[src/rtl/wdt_pkg.sv]
package wdt_pkg;

    typedef enum logic [1:0] {
        WD_SLOW = 2'b00,
        WD_MID  = 2'b01,
        WD_FAST = 2'b10,
        WD_OFF  = 2'b11
    } wd_sel_e;

    function automatic int unsigned max3(input int unsigned a, input int unsigned b,
                                         input int unsigned c);
        int unsigned m;
        m = a;
        if (b > m) m = b;
        if (c > m) m = c;
        return m;
    endfunction

endpackage

[src/rtl/kick_filter.sv]
module kick_filter #(
    parameter int unsigned SYNC_STAGES  = 2,
    parameter int unsigned KICK_MIN_LOW = 20
) (
    input  logic clk,
    input  logic rst_n,
    input  logic line_n,
    output logic kick_evt
);
    localparam int unsigned LW = $clog2(KICK_MIN_LOW + 1);

    typedef struct packed {
        logic [SYNC_STAGES-1:0] sync;
        logic [LW-1:0]          low_run;
    } kf_state_t;

    kf_state_t q, d;
    logic      line_s;

    assign line_s   = q.sync[SYNC_STAGES-1];
    assign kick_evt = !line_s && (q.low_run == LW'(KICK_MIN_LOW - 1));

    always_comb begin
        d      = q;
        d.sync = SYNC_STAGES'({q.sync, line_n});
        if (line_s) begin
            d.low_run = '0;
        end else if (q.low_run != LW'(KICK_MIN_LOW)) begin
            d.low_run = q.low_run + 1'b1;
        end
    end

    always_ff @(posedge clk or negedge rst_n) begin
        if (!rst_n) begin
            q.sync    <= '1;
            q.low_run <= '0;
        end else begin
            q <= d;
        end
    end

    // one low run yields at most one recognised kick
    a_r8_single_kick: assert property (@(posedge clk) disable iff (!rst_n)
        kick_evt |=> !kick_evt);

endmodule

[src/rtl/wdt_core.sv]
module wdt_core
    import wdt_pkg::*;
#(
    parameter int unsigned P_SLOW = 1400,
    parameter int unsigned P_MID  = 600,
    parameter int unsigned P_FAST = 200
) (
    input  logic       clk,
    input  logic       rst_n,
    input  logic       tick,
    input  logic [1:0] sel,
    input  logic       kick_evt,
    output logic       timeout
);
    localparam int unsigned PMAX = max3(P_SLOW, P_MID, P_FAST);
    localparam int unsigned CW   = $clog2(PMAX + 1);

    typedef struct packed {
        logic [CW-1:0] cnt;
        wd_sel_e       sel;
        logic          to;
    } core_state_t;

    core_state_t   q, d;
    wd_sel_e       sel_in;
    logic [CW-1:0] lim;

    function automatic logic [CW-1:0] lim_of(input wd_sel_e s);
        case (s)
            WD_SLOW: return CW'(P_SLOW);
            WD_MID:  return CW'(P_MID);
            WD_FAST: return CW'(P_FAST);
            default: return '0;
        endcase
    endfunction

    assign sel_in  = wd_sel_e'(sel);
    assign lim     = lim_of(sel_in);
    assign timeout = q.to;

    always_comb begin
        d     = q;
        d.to  = 1'b0;
        d.sel = sel_in;
        if (sel_in != q.sel || sel_in == WD_OFF || kick_evt) begin
            d.cnt = '0;
        end else if (tick) begin
            if (q.cnt == lim - 1'b1) begin
                d.cnt = '0;
                d.to  = 1'b1;
            end else begin
                d.cnt = q.cnt + 1'b1;
            end
        end
    end

    always_ff @(posedge clk or negedge rst_n) begin
        if (!rst_n) begin
            q.cnt <= '0;
            q.sel <= WD_OFF;
            q.to  <= 1'b0;
        end else begin
            q <= d;
        end
    end

    // count never reaches the limit of the registered code
    a_r2_cnt_bound: assert property (@(posedge clk) disable iff (!rst_n)
        (q.sel != WD_OFF) |-> (q.cnt < lim_of(q.sel)));
    // a timeout leaves the count restarted
    a_r10_restart: assert property (@(posedge clk) disable iff (!rst_n)
        q.to |-> (q.cnt == '0));
    // select change clears the count
    a_r9_sel_clear: assert property (@(posedge clk) disable iff (!rst_n)
        (sel_in != q.sel) |=> (q.cnt == '0));
    // off code yields no timeout
    a_r5_off_quiet: assert property (@(posedge clk) disable iff (!rst_n)
        (q.sel == WD_OFF) |-> !q.to);

endmodule

[src/rtl/csn_watchdog.sv]
module csn_watchdog #(
    parameter int unsigned P_SLOW       = 1400,
    parameter int unsigned P_MID        = 600,
    parameter int unsigned P_FAST       = 200,
    parameter int unsigned KICK_MIN_LOW = 20,
    parameter int unsigned SYNC_STAGES  = 2
) (
    input  logic       clk,
    input  logic       rst_n,
    input  logic       tick,
    input  logic [1:0] wd_sel,
    input  logic       cs_kick_n,
    output logic       timeout
);
    logic kick_evt;

    kick_filter #(
        .SYNC_STAGES (SYNC_STAGES),
        .KICK_MIN_LOW(KICK_MIN_LOW)
    ) u_filter (
        .clk     (clk),
        .rst_n   (rst_n),
        .line_n  (cs_kick_n),
        .kick_evt(kick_evt)
    );

    wdt_core #(
        .P_SLOW(P_SLOW),
        .P_MID (P_MID),
        .P_FAST(P_FAST)
    ) u_core (
        .clk     (clk),
        .rst_n   (rst_n),
        .tick    (tick),
        .sel     (wd_sel),
        .kick_evt(kick_evt),
        .timeout (timeout)
    );

    // a recognised kick is never followed directly by a timeout
    a_r8_kick_restart: assert property (@(posedge clk) disable iff (!rst_n)
        kick_evt |=> !timeout);
    // no timeout in the first clock after reset release
    a_r1_quiet_release: assert property (@(posedge clk) disable iff (!rst_n)
        $rose(rst_n) |-> !timeout);

endmodule

[config.mk]
export PLATFORM = sky130hd
export DESIGN_NAME = csn_watchdog
export DESIGN_NICKNAME = d
export VERILOG_FILES = /design/src/rtl/wdt_pkg.sv /design/src/rtl/kick_filter.sv /design/src/rtl/wdt_core.sv /design/src/rtl/csn_watchdog.sv
export SDC_FILE = /design/constraint.sdc
export NUM_CORES = 1
export LEC_CHECK = 0
export BUFFER_PORTS_ARGS = -buffer_cell sky130_fd_sc_hd__buf_2
export CAP_MARGIN = 20
export CORE_MARGIN = 8
export CORE_UTILIZATION = 58
export CTS_BUF_LIST = sky130_fd_sc_hd__clkbuf_8 sky130_fd_sc_hd__clkbuf_16
export CTS_CLUSTER_SIZE = 12
export DETAILED_ROUTE_END_ITERATION = 16
export PLACE_DENSITY = 0.73
export SYNTH_ARGS = -nofsm -noshare
export SYNTH_HDL_FRONTEND = slang
export SYNTH_HIERARCHICAL = 1
export SYNTH_SLANG_ARGS = --single-unit
[constraint.sdc]
create_clock -name clk -period 2.3 [get_ports clk]
set_input_delay 0.345 -clock clk [delete_from_list [all_inputs] [get_ports clk]]
set_output_delay 0.345 -clock clk [all_outputs]
set_load 0.02 [all_outputs]
==> summary by stage, run 1 <==
Power
Overall power consumption after layout is estimated at 0.702 mW. The analysis attributes to cell leakage a power of 0.595 nW. In this run the power density over the cells is 548 nW/µm². VDD sags by at most 486 µV.

Placement
The port buffer count is 6. The total cell area at the placement stage is 1230 µm². The placed wire-length estimate is 1.61 mm. The routability-driven placement congestion ratio is 0.813.

Floorplanning
For this configuration, the core starts out at a cell density of 60.3%. The floorplan step defined a die boundary enclosing 3710 µm². The core region is 1940 µm².

The site row count is 16. The total I/O pin count is 7. The die height is 60.9 µm. The x dimension of the die is 60.9 µm.

Routing
The detailed router finished its first iteration with 31 violations. After detailed routing, the met3 layer carries 96 µm of wire. The first TritonRoute pass finished after 7 iterations. Dividing the detail-routed via count by the number of cells gives 5.60. In the detailed route, the total length drawn on met2 is 977 µm. The highest metal layer with signal wires is met4. In the final routing, the length of wire on met1 measures 1.04 mm. The final route contains 818 vias. The average routed wire per standard cell is 14.7 µm. For this run, design rule violations remaining after detail routing come to 0. The total routed wirelength is 2.14 mm. The remaining antenna violation count is 0.

Layout
The combined flip-flop and latch cell area is 531 µm². Summing all multi-input logic gate instances after layout gives 622 µm². The leading cell type in the layout, fill and taps excluded is sky130_fd_sc_hd__dfrtp_1. The area growth from synthesis to layout is 9.40%.

The finished cells cover 1280 µm². 0 antenna diodes ended up in the layout. The final core utilization is 66.0%.

The final layout contains 132 nets. The share of cells above drive strength 1 is 21.0%. After filler insertion, the fill cell instance count of the layout stands at 157. In the layout the commonest cells are sky130_fd_sc_hd__dfrtp_1, sky130_fd_sc_hd__nor2_1, sky130_fd_sc_hd__xor2_1, sky130_fd_sc_hd__nand4_1.

Global routing
The all-layer global routing usage is 13.5%. The first global-routing pass estimated 3.75 mm of wire. The final global-route overflow total is 0.

The number of antenna violations at the first check in global routing is 0. The via count of the first global-routing pass is 863. The largest net degree at the start of global routing is 22.

Clock network
The TritonCTS clock tree is yes. The number of buffers between clock root and the deepest sink is 2. The clock tree root buffer cell is sky130_fd_sc_hd__clkbuf_8. The number of clock buffers added by TritonCTS is 3.

The post-cts gate resize count is 0. The clock drives 21 sinks. The post-CTS setup-driven buffer insertion count is 0. The clock-pin slew reported for the worst setup and hold paths after clock tree synthesis is 0.08 ns. Hold repair after CTS inserted 0 buffers.

In this run the number of H-tree levels came out at 1. The clock latency at the later pin of the worst-skew pair is 0.26 ns.

Yosys
Averaged over all synthesized cells, the footprint is 10.7 µm². The number of enable-type register cells in the synthesized netlist is 0. The number of warnings reported in the yosys synthesis log is 6. The flip-flop and latch count after synthesis is 21. The combined area of all synthesized cells is 1170 µm².

The distinct cell type count after synthesis is 35. Synthesis produced a netlist with a net count of 121. The post-synthesis async set-or-reset flop share is 100%. The proportion of synthesized chip area in sequential cells is 45.3%. Among all flip-flop cells after synthesis, the most frequent one is sky130_fd_sc_hd__dfrtp_1. Yosys attributes the largest share of cell area to sky130_fd_sc_hd__dfrtp_1, sky130_fd_sc_hd__dfstp_2, sky130_fd_sc_hd__xor2_1. The library cell with the largest summed area after synthesis is sky130_fd_sc_hd__dfrtp_1. The post-synthesis instance total is 109. In this run the biggest area consumer among cell types represents 36.3% of the synthesized area.

Hold path
The tightest min-delay check is of the primary input to async pin type.

Timing
Clock skew on the completed layout was measured at 0.00542 ns. Measured against its own limit, the worst slew margin works out to 67.1%. The setup TNS is 0 ns. At the pin with the least slew margin, the transition time is 0.490 ns.

Setup violations remaining at the end of the flow were counted as 0. The minimum clock period is 2.01 ns. The final clock period utilization by the worst path is 87.2%. Setup repair after global routing left no endpoint under its margin. The count of pins over their slew limit is 0. The maximum clock frequency is 498 MHz.

The number of hold-slack violations in the final timing report came to 0.

Worst setup path
Walking the worst path, the cells encountered are ha_1, and4b_1, nor2_1, nand4_2, nand4_1, xor2_1, nor2_1. The family with the most delay on the worst path is simple AND/OR/NAND/NOR gates. Of all nets on the critical path, the largest fanout is 9.

The number of buffer and inverter instances along the worst setup path is 0. The setup path with the least slack is of type register to register. Data on the critical path is required at its endpoint by 2.44 ns. The cell at the slowest stage of the critical path is sky130_fd_sc_hd__dfrtp_1. The arrival time reported for the critical path endpoint is 2.14 ns. STA classifies the critical path endpoint as a register.

The maximum cell stage delay along the critical path is 0.44 ns. The worst setup path is launched from a register. By instance count, the cell type seen most on the critical path is sky130_fd_sc_hd__nor2_1.

Run status
The run finished with clean final reports.

Flow run
The reported max-cap violation count is 0.
==> state kept, by name (all words and copies together) (netlist names) <==
register / cells
u_core/timeout: 1
u_filter/q: 5
u_filter/d: 1
u_core/q: 13
u_filter/line_s: 1
==> where the power goes <==
| part | switching (mW) | internal (mW) | leakage [nW] |
|---|---|---|---|
| Sequential | 0.0113 | 0.381 | 0.277 |
| Combinational | 0.0424 | 0.0280 | 0.293 |
| Clock | 0.119 | 0.121 | 0.0255 |
==> layer usage <==
metal | vias up | GRT usage, %
met5 | - | 0
met4 | 0 | 5.65
met3 | 2 | 3.60
met2 | 18 | 21.7
met1 | 388 | 16.7
li1 | 410 | -
==> cells in the mapped netlist (2+ instances only) <==
cell and n:
sky130_fd_sc_hd__dfrtp_1 17, sky130_fd_sc_hd__nor2b_1 2, sky130_fd_sc_hd__nor3_1 2, sky130_fd_sc_hd__xor2_1 11
sky130_fd_sc_hd__o21ai_0 2, sky130_fd_sc_hd__nand3_1 5, sky130_fd_sc_hd__and3_1 3, sky130_fd_sc_hd__ha_1 6
sky130_fd_sc_hd__or3_1 2, sky130_fd_sc_hd__dfstp_2 4, sky130_fd_sc_hd__nand2_1 4, sky130_fd_sc_hd__and3_2 2
sky130_fd_sc_hd__nand4_1 7, sky130_fd_sc_hd__nand2b_1 2, sky130_fd_sc_hd__inv_1 5, sky130_fd_sc_hd__nor2_1 14
sky130_fd_sc_hd__xnor2_1 3
==> logic make-up (layout without fill, tap and decap cells) <==
logic type               Yosys count  in the layout  share of synthesized area, %
AND/OR/NAND/NOR                   49             49                          24.3
buffers and inverters              5             15                          1.60
multiplexers                       3              3                          3.10
XOR/XNOR                          14             14                          10.5
flip-flops                        21             21                          45.3
AO/OA/AOI/OAI                     11             11                          8.87
adder cells (fa/ha/maj)            6              6                          6.41
==> metrics by stage <==
| step | hold WS (ns) | setup slack [ns] | std cells |
|---|---|---|---|
| after detailed placement | 0.321 | 0.134 | 142 |
| final | 0.0222 | 0.294 | 146 |
| after floorplan | 0.0494 | 0.492 | 109 |
| after CTS | 0.0306 | 0.290 | 146 |
| after global placement | 0.316 | 0.233 | 142 |
| after global routing | 0.0584 | 0.132 | 146 |
==> cell type report <==
type	instances	share of cell area (%)
clock buffer	3	3.22
clock inverter	1	0.391
timing repair buffer	6	2.34
inverter	5	1.46
sequential	21	41.4
multi-input combinational	83	48.5
tap	27	2.64
==> final timing paths <==
path	cells past startpoint	end	slack (ns)	from
max	7	u_core/q[10]	0.29	u_filter/q[0]
min	1	u_filter/q[3]	0.02	rst_n
max reg2reg	7	u_core/q[10]	0.29	u_filter/q[0]
min reg2reg	0	u_filter/line_s	0.37	u_filter/d[6]
max in group asynchronous	1	u_filter/line_s	1.93	rst_n
min in group clk	1	u_filter/d[6]	0.18	cs_kick_n
Note: power is estimated with default switching activity, not from simulation.
==> run 2, diff against run 1 <==
BUFFER_PORTS_ARGS = not set   (was -buffer_cell sky130_fd_sc_hd__buf_2)
CORE_UTILIZATION = 61   (was 58)
CTS_CLUSTER_DIAMETER = 30   (was not set)
DONT_BUFFER_PORTS = 1   (was not set)
==> summary by stage, run 2 (synthesized netlist as in run 1, its figures left out) <==
Layout
The largest register by flop count is u_core/q. The share of cells above drive strength 1 is 16.7%. In the layout the commonest cells are sky130_fd_sc_hd__dfrtp_1, sky130_fd_sc_hd__nor2_1, sky130_fd_sc_hd__xor2_1, sky130_fd_sc_hd__nand4_1, sky130_fd_sc_hd__ha_1. Relative to the synthesized area, the layout overhead comes to 7.69%. At the end of the flow, the number of nets in the layout was 127. The total inserted antenna cells is 0. The finished layout holds 141 standard cells, fillers aside. Leaving out fill and tap cells, the most frequent cell in the layout is sky130_fd_sc_hd__dfrtp_1. The largest registers in the layout are u_core/q: 13 flops, u_filter/q: 5 flops. The layout filler cell count is 153. The register with the most flip-flops in the layout has 13 of them.

Worst setup path
The required arrival time at the worst endpoint is 2.43 ns. Measured in cells, the most critical reg-to-reg path has a length of 7. The worst-path maximum fanout is 9. The critical path goes through ha_1, and4b_1, nor2_1, nand4_2, nand4_1, xor2_1, nor2_1. The critical path is of the register to register type. In this design, the critical path's most frequently occurring cell is sky130_fd_sc_hd__nor2_1. The worst setup path is captured at a register. Data arrives at the worst endpoint at 2.08 ns. For this design, the slowest cell found on the critical path is sky130_fd_sc_hd__dfrtp_1.

STA classifies the critical path startpoint as a register. In this design, the stage delay of the slowest critical-path cell is 0.44 ns.

Routing
The DRC violation count after routing is 0. The detail route stage leaves a number of antenna-violating nets equal to 0. The average routed wire per standard cell is 14.2 µm. The via density per instance is 5.65. The via count of the routed design is 797. The total routed wirelength is 2.00 mm. For this block, the initial DRC count from the detailed router was 22. The first TritonRoute pass finished after 4 iterations.

Timing
At the pin with the least slew margin, the transition time is 0.894 ns. Setup violations remaining at the end of the flow were counted as 0. Counting I/O delays and the setup requirement, the final critical path takes 1.95 ns. The count of pins over their slew limit came to 0. The worst pin sits at a relative slew slack of 40.2%. The number of hold-slack violations in the final timing report was 0. The maximum clock frequency is 513 MHz. Setup repair after global routing left no endpoint under its margin. Setup total negative slack on the finished layout was measured at 0 ns. The final worst clock skew is 0.00812 ns. Dividing the final minimum period by the clock period gives 84.7%.

Power
Across the VDD grid, the largest voltage drop is 442 µV. In this run the power density over the cells is 544 nW/µm². The cell leakage power is 0.574 nW.

Run status
The flow ran to the end, and the final reports show no timing, DRC or antenna violations.

Clock network
The clock tree root buffer cell is sky130_fd_sc_hd__clkbuf_8. TritonCTS created 3 clock buffers. The number of setup buffers added after CTS is 0.

The tree built by TritonCTS fans out to 21 sinks. The clock latency at the later pin of the worst-skew pair is 0.25 ns. TritonCTS built the clock tree. Clock-pin slew was measured on the worst setup and hold paths at 0.08 ns.

No sink is reached through more buffers than the 2 on the longest clock path. The maximum level of the CTS H-tree is 1. The post-cts gate resize count is 0.

Global routing
The number of antenna violations at the first check in global routing is 0. The first global-routing pass estimated 3.51 mm of wire. Global routing used 12.6% of the available tracks across all layers. The via count of the first global-routing pass is 803. Entering global routing, the biggest net connects 22 pins.

After global routing the overflow that remains totals 0.

Floorplanning
The initial core utilization is 62.2%. The x dimension of the die is 59.8 µm. The die footprint is 3580 µm².

The site row count is 16. During I/O placement, the number of pins put on the boundary was 7. The die height is 59.8 µm.

The floorplan step defined a core boundary enclosing 1880 µm².

Placement
Routability-driven placement finished with a final weighted congestion of 0.826. After legalization and detailed placement, the total HPWL measured 1.51 mm. The cell count after placement is 136. Port buffering added 0 buffers.

Hold path
The worst hold path passes through 0 cells. The path class of the tightest hold or removal check is primary input to register.

Flow run
Across the run, the number of max-cap violations was 0.
-- run 2: changes by cell type in the layout (fill, tap and decap cells not counted) --
cell,before,now
sky130_fd_sc_hd__buf_2,6,0
sky130_fd_sc_hd__dlygate4sd3_1,0,1
-- run 2: worst paths after layout --
| path | from | endpoint | slack (ns) |
|---|---|---|---|
| worst max-delay path | u_filter/q[0] | u_core/q[10] | 0.35 |
| worst max register to register | u_filter/q[0] | u_core/q[10] | 0.35 |
| worst min register to register | u_filter/d[6] | u_filter/line_s | 0.36 |
| min in group asynchronous | rst_n | u_core/q[7] | 0.65 |
| worst min-delay path | cs_kick_n | u_filter/d[6] | 0.08 |
| max in group asynchronous | rst_n | u_core/q[3] | 1.09 |
-- run 2: worst max-delay path, delay by kind of cell, from the launching register on --
family | cells | cell delay, ns
flops | 1 | 0.44
xor+xnor | 1 | 0.17
simple gates | 5 | 0.96
fa+ha+maj | 1 | 0.26
-- run 2: layout make-up --
class                      count  area [µm²]  share of cell area, %
multi-input combinational     83         622                   49.3
tap                           27        33.8                   2.68
inverter                       5        18.8                   1.49
sequential                    21         531                   42.1
clock buffer                   3        41.3                   3.27
timing repair buffer           1        10.0                  0.794
clock inverter                 1        5.00                  0.397
-- run 2: repair_timing --
action / 4_1_cts / 5_1_grt
setup endpoints to repair: 0 / 0
hold endpoints to repair: 21 / 0
hold buffers: 1 / 0
-- run 2: metal layers --
metal | routed length, µm | global-route usage [%] | up-vias
met5 | 0 | 0 | -
met4 | 32 | 4.42 | 0
met3 | 102 | 3.44 | 4
met2 | 943 | 20.6 | 18
met1 | 920 | 15.3 | 380
li1 | - | - | 395
-- run 2: power by group --
| part | internal (mW) | switching, mW | leakage [nW] |
|---|---|---|---|
| clock network | 0.120 | 0.110 | 0.0255 |
| registers | 0.381 | 0.0110 | 0.277 |
| logic | 0.0263 | 0.0379 | 0.272 |
-- run 2: through the flow --
stage	area (µm²)	total power, mW	utilization [%]	setup slack [ns]	hold slack (ns)
2_1_floorplan	1170	0.444	-	0.492	0.0494
3_3_place_gp	1200	0.454	64.0	0.352	0.0500
3_5_place_dp	1200	0.456	64.0	0.331	0.0500
4_1_cts	1260	0.695	67.0	0.345	0.0770
5_1_grt	1260	0.720	67.0	0.193	0.0639
6_report	1260	0.686	67.0	0.351	0.0804
